File: config.mk
export PLATFORM = sky130hd
export DESIGN_NAME = thermal_grade
export DESIGN_NICKNAME = d
export VERILOG_FILES = /design/src/rtl/thermal_grade_pkg.sv /design/src/rtl/thermal_grade_trim.sv /design/src/rtl/thermal_grade_calc.sv /design/src/rtl/thermal_grade_thresh.sv /design/src/rtl/thermal_grade.sv
export SDC_FILE = /design/constraint.sdc
export NUM_CORES = 1
export LEC_CHECK = 0
export ABC_AREA = 1
export BUFFER_PORTS_ARGS = -buffer_cell sky130_fd_sc_hd__buf_2
export CORE_ASPECT_RATIO = 0.5
export CORE_UTILIZATION = 50
export CTS_CLUSTER_SIZE = 28
export DETAILED_ROUTE_END_ITERATION = 12
export PLACE_DENSITY = 0.84
export RECOVER_POWER = 50
export SYNTH_ARGS = -nofsm -noshare
export SYNTH_HDL_FRONTEND = slang
export SYNTH_HIERARCHICAL = 1
export SYNTH_SLANG_ARGS = --single-unit
File: constraint.sdc
create_clock -name clk -period 4.4 [get_ports clk]
set_input_delay 0.88 -clock clk [delete_from_list [all_inputs] [get_ports clk]]
set_output_delay 0.88 -clock clk [all_outputs]
set_load 0.03 [all_outputs]
File: src/rtl/thermal_grade_pkg.sv
package thermal_grade_pkg;
  typedef enum logic [1:0] {
    ST_NORMAL  = 2'd0,
    ST_WARN    = 2'd1,
    ST_TRIP    = 2'd2,
    ST_INVALID = 2'd3
  } grade_e;
endpackage

File: src/rtl/thermal_grade_trim.sv
module thermal_grade_trim #(
  parameter int CODE_W   = 8,
  parameter int TRIM_LO  = 40,
  parameter int TRIM_HI  = 100,
  parameter int TRIM_DEF = 55
) (
  input  logic                  clk,
  input  logic                  rst_n,
  input  logic [2*CODE_W-1:0]   trim_word,
  input  logic                  trim_load,
  input  logic                  drop_req,
  output logic [CODE_W-1:0]     trim_q,
  output logic                  ready
);
  localparam logic [CODE_W-1:0] LO  = CODE_W'(TRIM_LO);
  localparam logic [CODE_W-1:0] HI  = CODE_W'(TRIM_HI);
  localparam logic [CODE_W-1:0] DEF = CODE_W'(TRIM_DEF);

  function automatic logic [CODE_W-1:0] pick_trim(input logic [2*CODE_W-1:0] w);
    logic [CODE_W-1:0] v;
    logic [CODE_W-1:0] chk;
    v   = w[CODE_W-1:0];
    chk = w[2*CODE_W-1:CODE_W];
    if (v < LO || v > HI || chk != '0) return DEF;
    return v;
  endfunction

  logic [CODE_W-1:0] trim_pick;
  assign trim_pick = pick_trim(trim_word);

  always_ff @(posedge clk) begin
    if (!rst_n) begin
      trim_q <= DEF;
      ready  <= 1'b0;
    end else begin
      if (trim_load) begin
        trim_q <= trim_pick;
        ready  <= 1'b1;
      end else if (drop_req) begin
        ready  <= 1'b0;
      end
    end
  end

  p_trim_window_r2: assert property (@(posedge clk) disable iff (!rst_n)
    (trim_q >= LO) && (trim_q <= HI));

  p_load_ready_r10: assert property (@(posedge clk) disable iff (!rst_n)
    trim_load |=> ready);
endmodule

File: src/rtl/thermal_grade_calc.sv
module thermal_grade_calc
  import thermal_grade_pkg::*;
#(
  parameter int CODE_W = 8,
  parameter int TEMP_W = 10,
  parameter int OFFSET = 25
) (
  input  logic [CODE_W-1:0]        raw,
  input  logic [CODE_W-1:0]        trim,
  input  logic [CODE_W-1:0]        lo_lim,
  input  logic [CODE_W-1:0]        warn_lim,
  input  logic [CODE_W-1:0]        trip_lim,
  input  logic [CODE_W-1:0]        hi_lim,
  output logic signed [TEMP_W-1:0] temp,
  output grade_e                   grade
);
  localparam logic signed [TEMP_W-1:0] OFS = TEMP_W'(OFFSET);

  function automatic logic signed [TEMP_W-1:0] widen(input logic [CODE_W-1:0] v);
    return $signed({{(TEMP_W-CODE_W){1'b0}}, v});
  endfunction

  function automatic logic signed [TEMP_W-1:0] calibrate(
    input logic [CODE_W-1:0] r, input logic [CODE_W-1:0] t);
    if (r == '0) return '0;
    return widen(r) - widen(t) + OFS;
  endfunction

  function automatic grade_e classify(input logic signed [TEMP_W-1:0] v);
    if (v >= widen(trip_lim) && v <= widen(hi_lim)) return ST_TRIP;
    if (v >= widen(warn_lim))                       return ST_WARN;
    if (v >= widen(lo_lim))                         return ST_NORMAL;
    return ST_INVALID;
  endfunction

  assign temp  = calibrate(raw, trim);
  assign grade = classify(temp);
endmodule

File: src/rtl/thermal_grade_thresh.sv
module thermal_grade_thresh #(
  parameter int CODE_W  = 8,
  parameter int TEMP_W  = 10,
  parameter int OFFSET  = 25,
  parameter int NUM_LIM = 3
) (
  input  logic                       clk,
  input  logic                       rst_n,
  input  logic [NUM_LIM*CODE_W-1:0]  lim_vec,
  input  logic [CODE_W-1:0]          trim,
  output logic [NUM_LIM*TEMP_W-1:0]  thr_vec
);
  localparam logic [TEMP_W-1:0] OFS = TEMP_W'(OFFSET);

  function automatic logic [TEMP_W-1:0] code_of(
    input logic [CODE_W-1:0] lim, input logic [CODE_W-1:0] t);
    return TEMP_W'(lim) + TEMP_W'(t) - OFS;
  endfunction

  for (genvar g = 0; g < NUM_LIM; g++) begin : g_lim
    logic [CODE_W-1:0] lim_g;
    logic [TEMP_W-1:0] thr_g;
    assign lim_g = lim_vec[g*CODE_W +: CODE_W];
    assign thr_g = code_of(lim_g, trim);
    assign thr_vec[g*TEMP_W +: TEMP_W] = thr_g;

    p_thr_above_lim_r4: assert property (@(posedge clk) disable iff (!rst_n)
      thr_g > TEMP_W'(lim_g));
  end
endmodule

File: src/rtl/thermal_grade.sv
module thermal_grade
  import thermal_grade_pkg::*;
#(
  parameter int CODE_W   = 8,
  parameter int TEMP_W   = 10,
  parameter int OFFSET   = 25,
  parameter int TRIM_LO  = 40,
  parameter int TRIM_HI  = 100,
  parameter int TRIM_DEF = 55
) (
  input  logic                clk,
  input  logic                rst_n,
  input  logic [2*CODE_W-1:0] trim_word,
  input  logic                trim_load,
  input  logic [CODE_W-1:0]   lim_min,
  input  logic [CODE_W-1:0]   lim_warn,
  input  logic [CODE_W-1:0]   lim_trip,
  input  logic [CODE_W-1:0]   lim_hwtrip,
  input  logic [CODE_W-1:0]   lim_max,
  input  logic [CODE_W-1:0]   raw_code,
  input  logic                raw_valid,
  output logic [TEMP_W-1:0]   temp_out,
  output logic [1:0]          status,
  output logic                out_valid,
  output logic [TEMP_W-1:0]   thr_warn,
  output logic [TEMP_W-1:0]   thr_trip,
  output logic [TEMP_W-1:0]   thr_hwtrip
);
  localparam int NUM_LIM = 3;

  logic [CODE_W-1:0]        trim_q;
  logic                     ready;
  logic                     accept;
  logic                     drop_req;
  logic signed [TEMP_W-1:0] temp_c;
  grade_e                   grade_c;
  logic [NUM_LIM*TEMP_W-1:0] thr_vec;

  assign accept   = ready && raw_valid;
  assign drop_req = accept && (grade_c == ST_INVALID);

  thermal_grade_trim #(
    .CODE_W(CODE_W), .TRIM_LO(TRIM_LO), .TRIM_HI(TRIM_HI), .TRIM_DEF(TRIM_DEF)
  ) u_trim (
    .clk(clk), .rst_n(rst_n), .trim_word(trim_word), .trim_load(trim_load),
    .drop_req(drop_req), .trim_q(trim_q), .ready(ready)
  );

  thermal_grade_calc #(
    .CODE_W(CODE_W), .TEMP_W(TEMP_W), .OFFSET(OFFSET)
  ) u_calc (
    .raw(raw_code), .trim(trim_q), .lo_lim(lim_min), .warn_lim(lim_warn),
    .trip_lim(lim_trip), .hi_lim(lim_max), .temp(temp_c), .grade(grade_c)
  );

  thermal_grade_thresh #(
    .CODE_W(CODE_W), .TEMP_W(TEMP_W), .OFFSET(OFFSET), .NUM_LIM(NUM_LIM)
  ) u_thresh (
    .clk(clk), .rst_n(rst_n), .lim_vec({lim_hwtrip, lim_trip, lim_warn}),
    .trim(trim_q), .thr_vec(thr_vec)
  );

  assign thr_warn   = thr_vec[0*TEMP_W +: TEMP_W];
  assign thr_trip   = thr_vec[1*TEMP_W +: TEMP_W];
  assign thr_hwtrip = thr_vec[2*TEMP_W +: TEMP_W];

  always_ff @(posedge clk) begin
    if (!rst_n) begin
      temp_out  <= '0;
      status    <= ST_NORMAL;
      out_valid <= 1'b0;
    end else begin
      out_valid <= accept;
      if (accept) begin
        temp_out <= temp_c;
        status   <= grade_c;
      end
    end
  end

  p_uninit_silent_r8: assert property (@(posedge clk) disable iff (!rst_n)
    !ready |=> !out_valid);

  p_invalid_drop_r8: assert property (@(posedge clk) disable iff (!rst_n)
    (accept && grade_c == ST_INVALID && !trim_load) |=> !ready);

  p_trip_bound_r5: assert property (@(posedge clk) disable iff (!rst_n)
    (out_valid && status == ST_TRIP) |->
      $signed(temp_out) >= $signed({{(TEMP_W-CODE_W){1'b0}}, $past(lim_trip)}));
endmodule

==> results of run 1 <==
-- cell families (layout without fill, tap and decap cells) --
kind of cell	after synthesis	in the layout	synth area share (%)
compound gates	54	54	8.02
xor+xnor	10	10	2.06
fa+ha+maj	90	90	27.2
buf+inv	195	310	17.6
flops	22	22	10.4
simple gates	324	324	34.7
-- flip-flops by register name, indices dropped and copies added, names as in the netlist --
register / flops
u_trim/trim_q: 8
status: 2
out_valid: 1
temp_out: 10
u_trim/ready: 1
-- per-stage QoR --
stage	instances	setup TNS (ps)
global placement	916	0
finish	922	0
global route	922	-3.68
detailed placement	916	-207
floorplan	695	0
CTS	920	0
-- synthesized netlist by cell type, drive strengths merged --
library cell,count
fa,4
xor2,4
dfxtp,22
or2,5
o2111ai,1
nor2,68
inv,189
a31oi,3
o21bai,4
a211o,1
nor3,4
a21oi,32
nand3b,7
o41ai,1
nor4,2
nand3,40
o21ai,9
nand4,9
xnor2,6
a211oi,2
nand2,189
a21o,1
buf,4
clkinv,2
ha,86
-- critical path: cells and delay by family --
family / cells / cell delay, ps
AOI/OAI and AO/OA: 8 / 1000
adders and majority gates: 3 / 920
and+or+nand+nor: 8 / 720
buffers and inverters: 5 / 370
xor gates and xnor gates: 1 / 310
-- path summary, 6_finish.rpt --
path / startpoint / endpoint / slack [ps] / depth (start not counted)
worst max-delay path: raw_code[0] / u_trim/ready$_SDFFE_PN0P_ / 310 / 25
worst min register to register: temp_out[1]$_SDFFE_PN0P_ / temp_out[1]$_SDFFE_PN0P_ / 510 / 4
worst max register to register: u_trim/trim_q[0]$_SDFFE_PN1P_ / u_trim/ready$_SDFFE_PN0P_ / 710 / 23
worst min-delay path: temp_out[1]$_SDFFE_PN0P_ / temp_out[1]$_SDFFE_PN0P_ / 510 / 4
-- report_power, final --
part           switching (mW)  leakage, nW  total [mW]  internal, mW
Clock                  0.0642       0.0511       0.244         0.180
Sequential            0.00995        0.181       0.221         0.211
Combinational           0.520         2.97       0.809         0.289
-- layout make-up --
class                   count  area (sq um)  area share [%]
well taps                 112           140            2.79
clock inverters             1          30.0           0.597
flip-flops and latches     22           440            8.76
clock buffers               3          75.1            1.49
multi-input cells         478          3070            61.1
repair buffers            115           554            11.0
inverters                 191           717            14.3
-- what timing repair did --
item | CTS | global route
setup endpoints to repair | 0 | 3
gates resized for setup | 0 | 4
hold buffers | 0 | 0
setup buffers | 0 | 2
-- routing by layer --
layer / GRT usage, % / up-vias / part of all wire [%]
met5: 0 / - / 0
met3: 1.88 / 8 / 4.2
li1: - / 2360 / -
met1: 28.8 / 1935 / 49
met2: 40.1 / 86 / 46
met4: 2.73 / 0 / 0.75
==> key figures, run 1 <==
Setup path
  – Setup crit end kind: flip-flop
  – Cell mode on critical path: nand2_1
  – CP max stage delay: 410 ps
  – Arrival @ worst endpoint: 4220 ps
  – Worst path required time: 4530 ps
  – Critical path fanouts, max: 4
  – Critical path type: input pin to flip-flop
  – CP Launch Type: input pin
  – Slowest stage cell, crit path: fa_1

Power and ir drop
  – Pwr per Cell Area: 253 nW/um^2
  – VDD IR max: 0.168 mV
  – PnR Total Power: 1.27 mW
  – Lkg Pwr: 3.21 nW

Route
  – DRT Pass-1 Iters: 4
  – Number of remaining DRC errors: 0
  – Vias/cell: 4.76
  – Routed wire length: 9900 um
  – Iter 0 DRT Violations: 213
  – Vias post-DR: 4389
  – ANT nets after route: 0
  – WL per Instance: 10.7 um

Timing
  – Tcrit/Tclk final: 93.0%
  – F_max: 244 MHz
  – Skew final: 4.34 ps
  – Final min period: 4090 ps
  – Slew HR: 60.6%
  – Finish-stage setup viols: 0
  – Least-Margin Pin Slew: 592 ps
  – Slew Viols, Final: 0
  – Hold Vio Cnt, Final: 0
  – Setup ws final: 308 ps
  – Hold WS: 512 ps

CTS
  – Largest buffer count on any clock path: 2
  – Clk_lat worst skew: 250 ps
  – Clock transition at path regs: 60 ps
  – CTS Sinks: 22
  – CTS tree: built
  – Htree depth: 1
  – Clk root buf: clkbuf_16
  – Num CTS Buffers: 3

Logic synthesis
  – YS warnings: 6
  – Syn_area_per_cell: 6.11 sq um
  – Synthesized instance count: 695
  – Post-synthesis net count: 853
  – Mapped Area: 4250 sq um
  – Area leader, netlist: ha_1
  – Top cell type's share of synthesized area: 25.3%
  – Post-synthesis sequential area ratio: 10.4%
  – Library cells used by synthesis: 41
  – Dominant cells by area after synthesis: ha_1, inv_1, nand2_1
  – Register bit total from synthesis: 22

Finish
  – Fill count: 825
  – Finished Core Util: 62.0%
  – Most frequent cells in the layout: inv_1, nand2_1, buf_2
  – Synth-to-Final Area Change: 18.4%
  – ANT cells: 0
  – Layout cell share with drive strength beyond 1: 16.4%
  – # nets final: 969
  – Fin area: 5030 sq um
  – Most common cell after layout, fill and taps aside: inv_1

Flow run
  – Max_cap viols: 0

Die
  – DIE AREA: 8890 sq um
  – Ports: 111
  – CORE AREA: 8120 sq um
  – Overall die width: 132 um
  – Rows: 23
  – Die height: 67.2 um
  – Starting density of the core: 52.3%

Global routing
  – Vias in the first global route: 3666
  – GRT Util Overall: 21.7%
  – Congestion Overflow GR: 0
  – Largest net degree at the start of global routing: 25
  – First-pass GRT wire length: 15700 um
  – Initial antenna violation count: 0

Status
  – Status: complete, no violations

Place
  – Placed instance area: 4930 sq um
  – Final HPWL DP: 8650 um
  – DP Worst Slack: -152 ps
  – GPL Wtd Cong: 0.897
  – Number of port buffers: 110

Hold path
  – Min-Delay Path Class: flip-flop to flip-flop
No activity file was read; power rests on OpenSTA's default activity.
==> inputs of run 2 (changes only) <==
==> constraint.sdc (replaced) <==
create_clock -name clk -period 4.4 [get_ports clk]
set_input_delay 0.22 -clock clk [delete_from_list [all_inputs] [get_ports clk]]
set_output_delay 0.22 -clock clk [all_outputs]
set_load 0.03 [all_outputs]
==> run 2 against run 1 <==
Count of clock-buffer cells in the layout increased by 1; critical path depth decreased by 1; flip-flop and latch count unchanged; combinational power decreased by 2.5%; core utilization decreased by 0.79 points; highest routed layer unchanged.
==> key figures, run 2 (synthesis results as in run 1) <==
Status
  – Status: complete, no violations

Finish
  – Largest registers: temp_out: 10 flops, u_trim/trim_q: 8 flops, status: 2 flops
  – Layout cell share with drive strength beyond 1: 15.4% (-1.1 points)
  – Max FFs per register: 10 (unchanged)
  – Most frequent cells in the layout: inv_1, nand2_1, buf_2
  – Final cell count without fillers: 919 (-0.33%)
  – Synth-to-Final Area Change: 16.9%
  – # nets final: 966 (-0.31%)
  – Most flops, register: temp_out
  – Most common cell after layout, fill and taps aside: inv_1
  – ANT cells: 0 (unchanged)
  – Fill count: 793 (-3.9%)

Place
  – Placed cells: 915 (-0.11%)
  – Final HPWL DP: 8620 um (-0.38%)
  – GPL Wtd Cong: 0.870 (-3.0%)
  – Number of port buffers: 110 (unchanged)

Setup path
  – CP max stage delay: 520 ps (+110 ps)
  – Critical path fanouts, max: 5 (+1)
  – Arrival @ worst endpoint: 4050 ps (-170 ps)
  – Setup crit end kind: flip-flop
  – Critical path type: flip-flop to flip-flop
  – CP Launch Type: flip-flop
  – Worst path required time: 4530 ps (about the same)
  – Slowest stage cell, crit path: a21oi_1
  – Crit-path cells: ha_1 -> fa_1 -> inv_1 -> ha_1 -> nand2_1 -> nand3_1 -> nor2_2 -> inv_1 -> a21oi_1 -> ha_1 -> nand2_1 -> nor2_1 -> o21ai_0 -> nand3_1 -> a21oi_1 -> nand3_1 -> nand4_1 -> inv_1 -> a21oi_1 -> nand2_1 -> nor2_1 -> inv_1 -> nand2_1 -> a21oi_1

Route
  – WL per Instance: 10.6 um (-1.0%)
  – Highest routed metal layer: met4
  – Vias/cell: 4.73 (-0.57%)
  – DR WL met2: 4420 um (-3.3%)
  – Iter 0 DRT Violations: 238 (+12%)
  – Vias post-DR: 4350 (-0.89%)
  – Metal1 wirelength: 4780 um (-1.2%)
  – Number of remaining DRC errors: 0 (unchanged)
  – DRT Pass-1 Iters: 5 (+1)
  – ANT nets after route: 0 (unchanged)
  – Routed wl met3: 451 um (+7.4%)
  – Routed wire length: 9760 um (-1.4%)

Timing
  – Slew HR: 54.1% (-6.5 points)
  – Post-Route Setup TNS: 0 ps (unchanged)
  – Slew Viols, Final: 0 (unchanged)
  – Tcrit/Tclk final: 89.0% (-4.0 points)
  – Hold Vio Cnt, Final: 0 (unchanged)
  – RSZ-0062 raised after global routing: no
  – Skew final: 2.46 ps (-1.88 ps)
  – Least-Margin Pin Slew: 687 ps (+95.7 ps)
  – Final min period: 3910 ps (-178 ps)
  – F_max: 255 MHz (+4.6%)
  – Finish-stage setup viols: 0 (unchanged)

CTS
  – CTS tree: built
  – Largest buffer count on any clock path: 2 (unchanged)
  – Clk root buf: clkbuf_16
  – Post-CTS Setup Bufs: 0 (unchanged)
  – Clock transition at path regs: 60 ps (about the same)
  – CTS resizes: 0 (unchanged)
  – Clk_lat worst skew: 250 ps (about the same)
  – Num CTS Buffers: 3 (unchanged)
  – CTS Sinks: 22 (unchanged)
  – Htree depth: 1 (unchanged)
  – Hold buffers post-CTS: 0 (unchanged)

Global routing
  – GRT Util Overall: 22.0% (+0.23 points)
  – Vias in the first global route: 3800 (+3.7%)
  – Congestion Overflow GR: 0 (unchanged)
  – Initial antenna violation count: 0 (unchanged)
  – First-pass GRT wire length: 16100 um (+2.4%)
  – Largest net degree at the start of global routing: 25 (unchanged)

Power and ir drop
  – Pwr per Cell Area: 244 nW/um^2 (-3.6%)
  – VDD IR max: 0.201 mV (+20%)
  – Lkg Pwr: 3.18 nW (-0.76%)
  – PnR Total Power: 1.21 mW (-4.8%)

Die
  – CORE AREA: 8120 sq um (unchanged)
  – Rows: 23 (unchanged)
  – Die height: 67.2 um (unchanged)
  – DIE AREA: 8890 sq um (unchanged)
  – Ports: 111 (unchanged)
  – Starting density of the core: 52.3% (unchanged)
  – Overall die width: 132 um (unchanged)

Flow run
  – Max_cap viols: 0 (unchanged)

Hold path
  – Min-Delay Path Class: input pin to flip-flop
run 2: cell count changes in the layout (fill, tap and decap cells not counted), sizes merged:
cell | before | now
bufinv | 1 | 0
clkbuf | 26 | 27
buf | 92 | 89
run 2: routing by layer:
layer / up-vias / global-route usage, %
met5: - / 0
met1: 1885 / 28.5
li1: 2357 / -
met4: 0 / 5.32
met2: 98 / 39.7
met3: 10 / 2.55
run 2: worst max-delay path: cells and delay by family, from the launching register on:
kind	cells	cell delay (ps)
AO/OA/AOI/OAI	5	970
flip-flops	1	330
adder cells (fa/ha/maj)	4	1240
AND/OR/NAND/NOR	11	1020
buffers and inverters	4	230
run 2: worst paths after layout:
check | start | end | slack (ps) | cells after the start
max | u_trim/trim_q[0]$_SDFFE_PN1P_ | u_trim/ready$_SDFFE_PN0P_ | 490 | 24
max reg2reg | u_trim/trim_q[0]$_SDFFE_PN1P_ | u_trim/ready$_SDFFE_PN0P_ | 490 | 24
min reg2reg | u_trim/ready$_SDFFE_PN0P_ | u_trim/ready$_SDFFE_PN0P_ | 500 | 2
min | trim_word[6] | u_trim/trim_q[6]$_SDFFE_PN0P_ | 260 | 3
run 2: power breakdown:
| group | switching, mW | internal [mW] | total (mW) |
|---|---|---|---|
| sequential | 0.00883 | 0.211 | 0.220 |
| combinational | 0.511 | 0.278 | 0.789 |
| clock | 0.0654 | 0.138 | 0.204 |
| total | 0.586 | 0.628 | 1.21 |
run 2: layout make-up:
cell class / count / area (sq um) / share of cell area, %
clock buffers: 4 / 88.8 / 1.79
flip-flops and latches: 22 / 440 / 8.87
well taps: 112 / 140 / 2.82
repair buffers: 112 / 534 / 10.8
multi-input cells: 478 / 3040 / 61.3
inverters: 191 / 717 / 14.4
run 2: per-stage QoR:
step	setup slack, ps	hold WS, ps	area [sq um]	utilization, %
6_report	486	259	4960	61.2
4_1_cts	565	254	5010	61.7
5_1_grt	205	266	4960	61.2
3_5_place_dp	536	485	4920	60.7
3_3_place_gp	620	467	4920	60.7
2_1_floorplan	1090	340	4250	-
==> inputs of run 3 (changes only) <==
--- a/config.mk
+++ b/config.mk
@@ -6,12 +6,12 @@
 export NUM_CORES = 1
 export LEC_CHECK = 0
 export ABC_AREA = 1
-export BUFFER_PORTS_ARGS = -buffer_cell sky130_fd_sc_hd__buf_2
 export CORE_ASPECT_RATIO = 0.5
 export CORE_UTILIZATION = 50
 export CTS_CLUSTER_SIZE = 28
 export DETAILED_ROUTE_END_ITERATION = 12
-export PLACE_DENSITY = 0.84
+export DONT_BUFFER_PORTS = 1
+export PLACE_DENSITY = 0.73
 export RECOVER_POWER = 50
 export SYNTH_ARGS = -nofsm -noshare
 export SYNTH_HDL_FRONTEND = slang
==> run 3 against run 2 <==
Critical path depth fell by 2; critical endpoint unchanged; count of clock-buffer cells in the layout fell by 1; combinational power fell by 11%; highest routed layer unchanged; design area fell by 11%; largest power group unchanged; flip-flop and latch count did not move; maximum frequency rose by 3.0%.
==> key figures, run 3 (synthesis results as in run 1) <==
Route
  – WL per Instance: 12.2 um (+15%)
  – ANT nets after route: 0 (unchanged)
  – Routed wire length: 9850 um (+0.85%)
  – Number of remaining DRC errors: 0 (unchanged)
  – DRT Pass-1 Iters: 6 (+1)
  – Iter 0 DRT Violations: 205 (-14%)
  – Vias/cell: 4.90 (+3.6%)
  – Vias post-DR: 3968 (-8.8%)

CTS
  – Largest buffer count on any clock path: 2 (unchanged)
  – Hold buffers post-CTS: 0 (unchanged)
  – Htree depth: 1 (unchanged)
  – Clk_lat worst skew: 250 ps (about the same)
  – CTS Sinks: 22 (unchanged)
  – Clock transition at path regs: 50 ps (about the same)
  – Post-CTS Setup Bufs: 0 (unchanged)
  – Clk root buf: clkbuf_16
  – Num CTS Buffers: 3 (unchanged)
  – CTS resizes: 0 (unchanged)
  – CTS tree: built

Timing
  – RSZ-0062 raised after global routing: no
  – Post-Route Setup TNS: 0 ps (unchanged)
  – F_max: 263 MHz (+3.0%)
  – Slew HR: 51.6% (-2.5 points)
  – Tcrit/Tclk final: 86.4% (-2.6 points)
  – Finish-stage setup viols: 0 (unchanged)
  – Hold WS: 43.3 ps (-215 ps)
  – Skew final: 1.86 ps (-0.592 ps)
  – Setup ws final: 600 ps (+114 ps)
  – Slew Viols, Final: 0 (unchanged)
  – Final min period: 3800 ps (-114 ps)
  – Least-Margin Pin Slew: 721 ps (+33.5 ps)
  – Hold Vio Cnt, Final: 0 (unchanged)

Setup path
  – Worst r2r dst: u_trim/ready$_SDFFE_PN0P_
  – Setup crit end kind: flip-flop
  – Critical path origin: u_trim/trim_q[0]$_SDFFE_PN1P_
  – FF-to-FF path depth: 22 (-8.3%)
  – Critical path type: flip-flop to flip-flop
  – R2R setup slack: 600 ps (+110 ps)
  – CP Launch Type: flip-flop
  – Critical path fanouts, max: 5 (unchanged)
  – Reg2reg start: u_trim/trim_q[0]$_SDFFE_PN1P_
  – Arrival @ worst endpoint: 3940 ps (-110 ps)
  – Worst path required time: 4530 ps (about the same)

Global routing
  – Largest net degree at the start of global routing: 25 (unchanged)
  – Congestion Overflow GR: 0 (unchanged)
  – Vias in the first global route: 3360 (-12%)
  – GRT Util Overall: 22.1% (+0.12 points)
  – First-pass GRT wire length: 15600 um (-3.2%)
  – Initial antenna violation count: 0 (unchanged)

Finish
  – Final cell count without fillers: 809 (-12%)
  – Most flops, register: temp_out
  – ANT cells: 0 (unchanged)
  – Largest registers: temp_out: 10 flops, u_trim/trim_q: 8 flops, status: 2 flops
  – Max FFs per register: 10 (unchanged)
  – Most frequent cells in the layout: inv_1, nand2_1, ha_1
  – # nets final: 857 (-11%)
  – Register area: 440 sq um (unchanged)
  – Area of the multi-input gates: 3040 sq um (-0.25%)
  – Layout cell share with drive strength beyond 1: 5.16% (-10 points)
  – Fin area: 4430 sq um (-11%)
  – Synth-to-Final Area Change: 4.30%
  – Fill count: 865 (+9.1%)
  – Most common cell after layout, fill and taps aside: inv_1

Power and ir drop
  – Lkg Pwr: 2.78 nW (-13%)
  – Pwr per Cell Area: 255 nW/um^2 (+4.4%)
  – Gate power share: 62.5% (-2.6 points)
  – Switching power: 0.565 mW (-3.5%)
  – VDD IR max: 0.173 mV (-14%)
  – Int Pwr: 0.565 mW (-10%)
  – Flop pwr share: 21.1% (+2.9 points)
  – Clock power frac: 16.4% (-0.4 points)
  – Switching portion of total power: 50.0% (+1.8 points)

Place
  – Final HPWL DP: 8540 um (-0.86%)
  – Number of port buffers: 0 (-100%)
  – Placed instance area: 4380 sq um (-11%)
  – GPL Wtd Cong: 0.883 (+1.5%)
  – DP Worst Slack: 660 ps (+124 ps)
  – Placed cells: 806 (-12%)

Die
  – Rows: 23 (unchanged)
  – Starting density of the core: 52.3% (unchanged)
  – Die height: 67.2 um (unchanged)
  – Overall die width: 132 um (unchanged)
  – CORE AREA: 8120 sq um (unchanged)
  – Ports: 111 (unchanged)
  – DIE AREA: 8890 sq um (unchanged)

Hold path
  – Hold Path End: u_trim/trim_q[6]$_SDFFE_PN0P_
  – Min-Delay Path Class: input pin to flip-flop
  – Hold path cells: 1 (-2)
  – Worst min-delay path startpoint: trim_load

Status
  – Status: complete, no violations

Flow run
  – Max_cap viols: 0 (unchanged)
run 3: critical path, cell delays in order (launching register included):
cell,delay [ps]
dfxtp_1,330
ha_1,210
fa_1,500
inv_1,50
ha_1,180
nand2_1,90
nand3_1,110
nor2_2,130
inv_1,80
a21oi_1,420
ha_1,330
nand2_1,90
o21bai_1,130
a31oi_1,120
a211o_1,240
o41ai_1,60
nand4_1,190
nand2_1,140
nand2_1,50
nor2_1,80
inv_1,50
nand2_1,50
a21oi_1,50
run 3: power groups by stage:
| stage | clock network [mW] | registers, mW | logic (mW) |
|---|---|---|---|
| 2_1_floorplan | 0 | 0.239 | 0.579 |
| 3_3_place_gp | 0 | 0.243 | 0.685 |
| 3_5_place_dp | 0 | 0.243 | 0.702 |
| 4_1_cts | 0.192 | 0.239 | 0.705 |
| 5_1_grt | 0.197 | 0.240 | 0.794 |
| 6_report | 0.186 | 0.239 | 0.706 |
run 3: area by class of cell:
| class | count | share of cell area, % |
|---|---|---|
| Tap cell | 112 | 3.16 |
| Clock buffer | 3 | 1.70 |
| Multi-Input combinational cell | 478 | 68.6 |
| Timing Repair Buffer | 3 | 0.424 |
| Sequential cell | 22 | 9.95 |
| Inverter | 191 | 16.2 |
run 3: worst max path at each step:
| stage | to | slack (ps) | depth (start not counted) |
|---|---|---|---|
| 3_3_place_gp | u_trim/ready$_SDFFE_PN0P_ | 820 | 24 |
| 3_5_place_dp | u_trim/ready$_SDFFE_PN0P_ | 660 | 22 |
| 5_1_grt | u_trim/ready$_SDFFE_PN0P_ | 310 | 23 |
| 4_1_cts | u_trim/ready$_SDFFE_PN0P_ | 660 | 22 |
| 6_report | u_trim/ready$_SDFFE_PN0P_ | 600 | 22 |
| 2_1_floorplan | u_trim/ready$_SDFFE_PN0P_ | 1090 | 21 |
run 3: metal layers:
metal / GRT usage, % / share of wire (%) / wire [um] / up-vias
met3: 2.85 / 4.9 / 481 / 7
met5: 0 / 0 / 0 / -
met4: 4.17 / 0.64 / 63 / 0
met2: 38.0 / 43 / 4230 / 89
li1: - / - / - / 2138
met1: 30.2 / 52 / 5070 / 1734
run 3: metrics by stage:
step           power (mW)  util (%)
2_1_floorplan       0.818         -
3_3_place_gp        0.928      54.0
3_5_place_dp        0.945      54.0
4_1_cts              1.14      54.9
5_1_grt              1.23      54.6
6_report             1.13      54.6
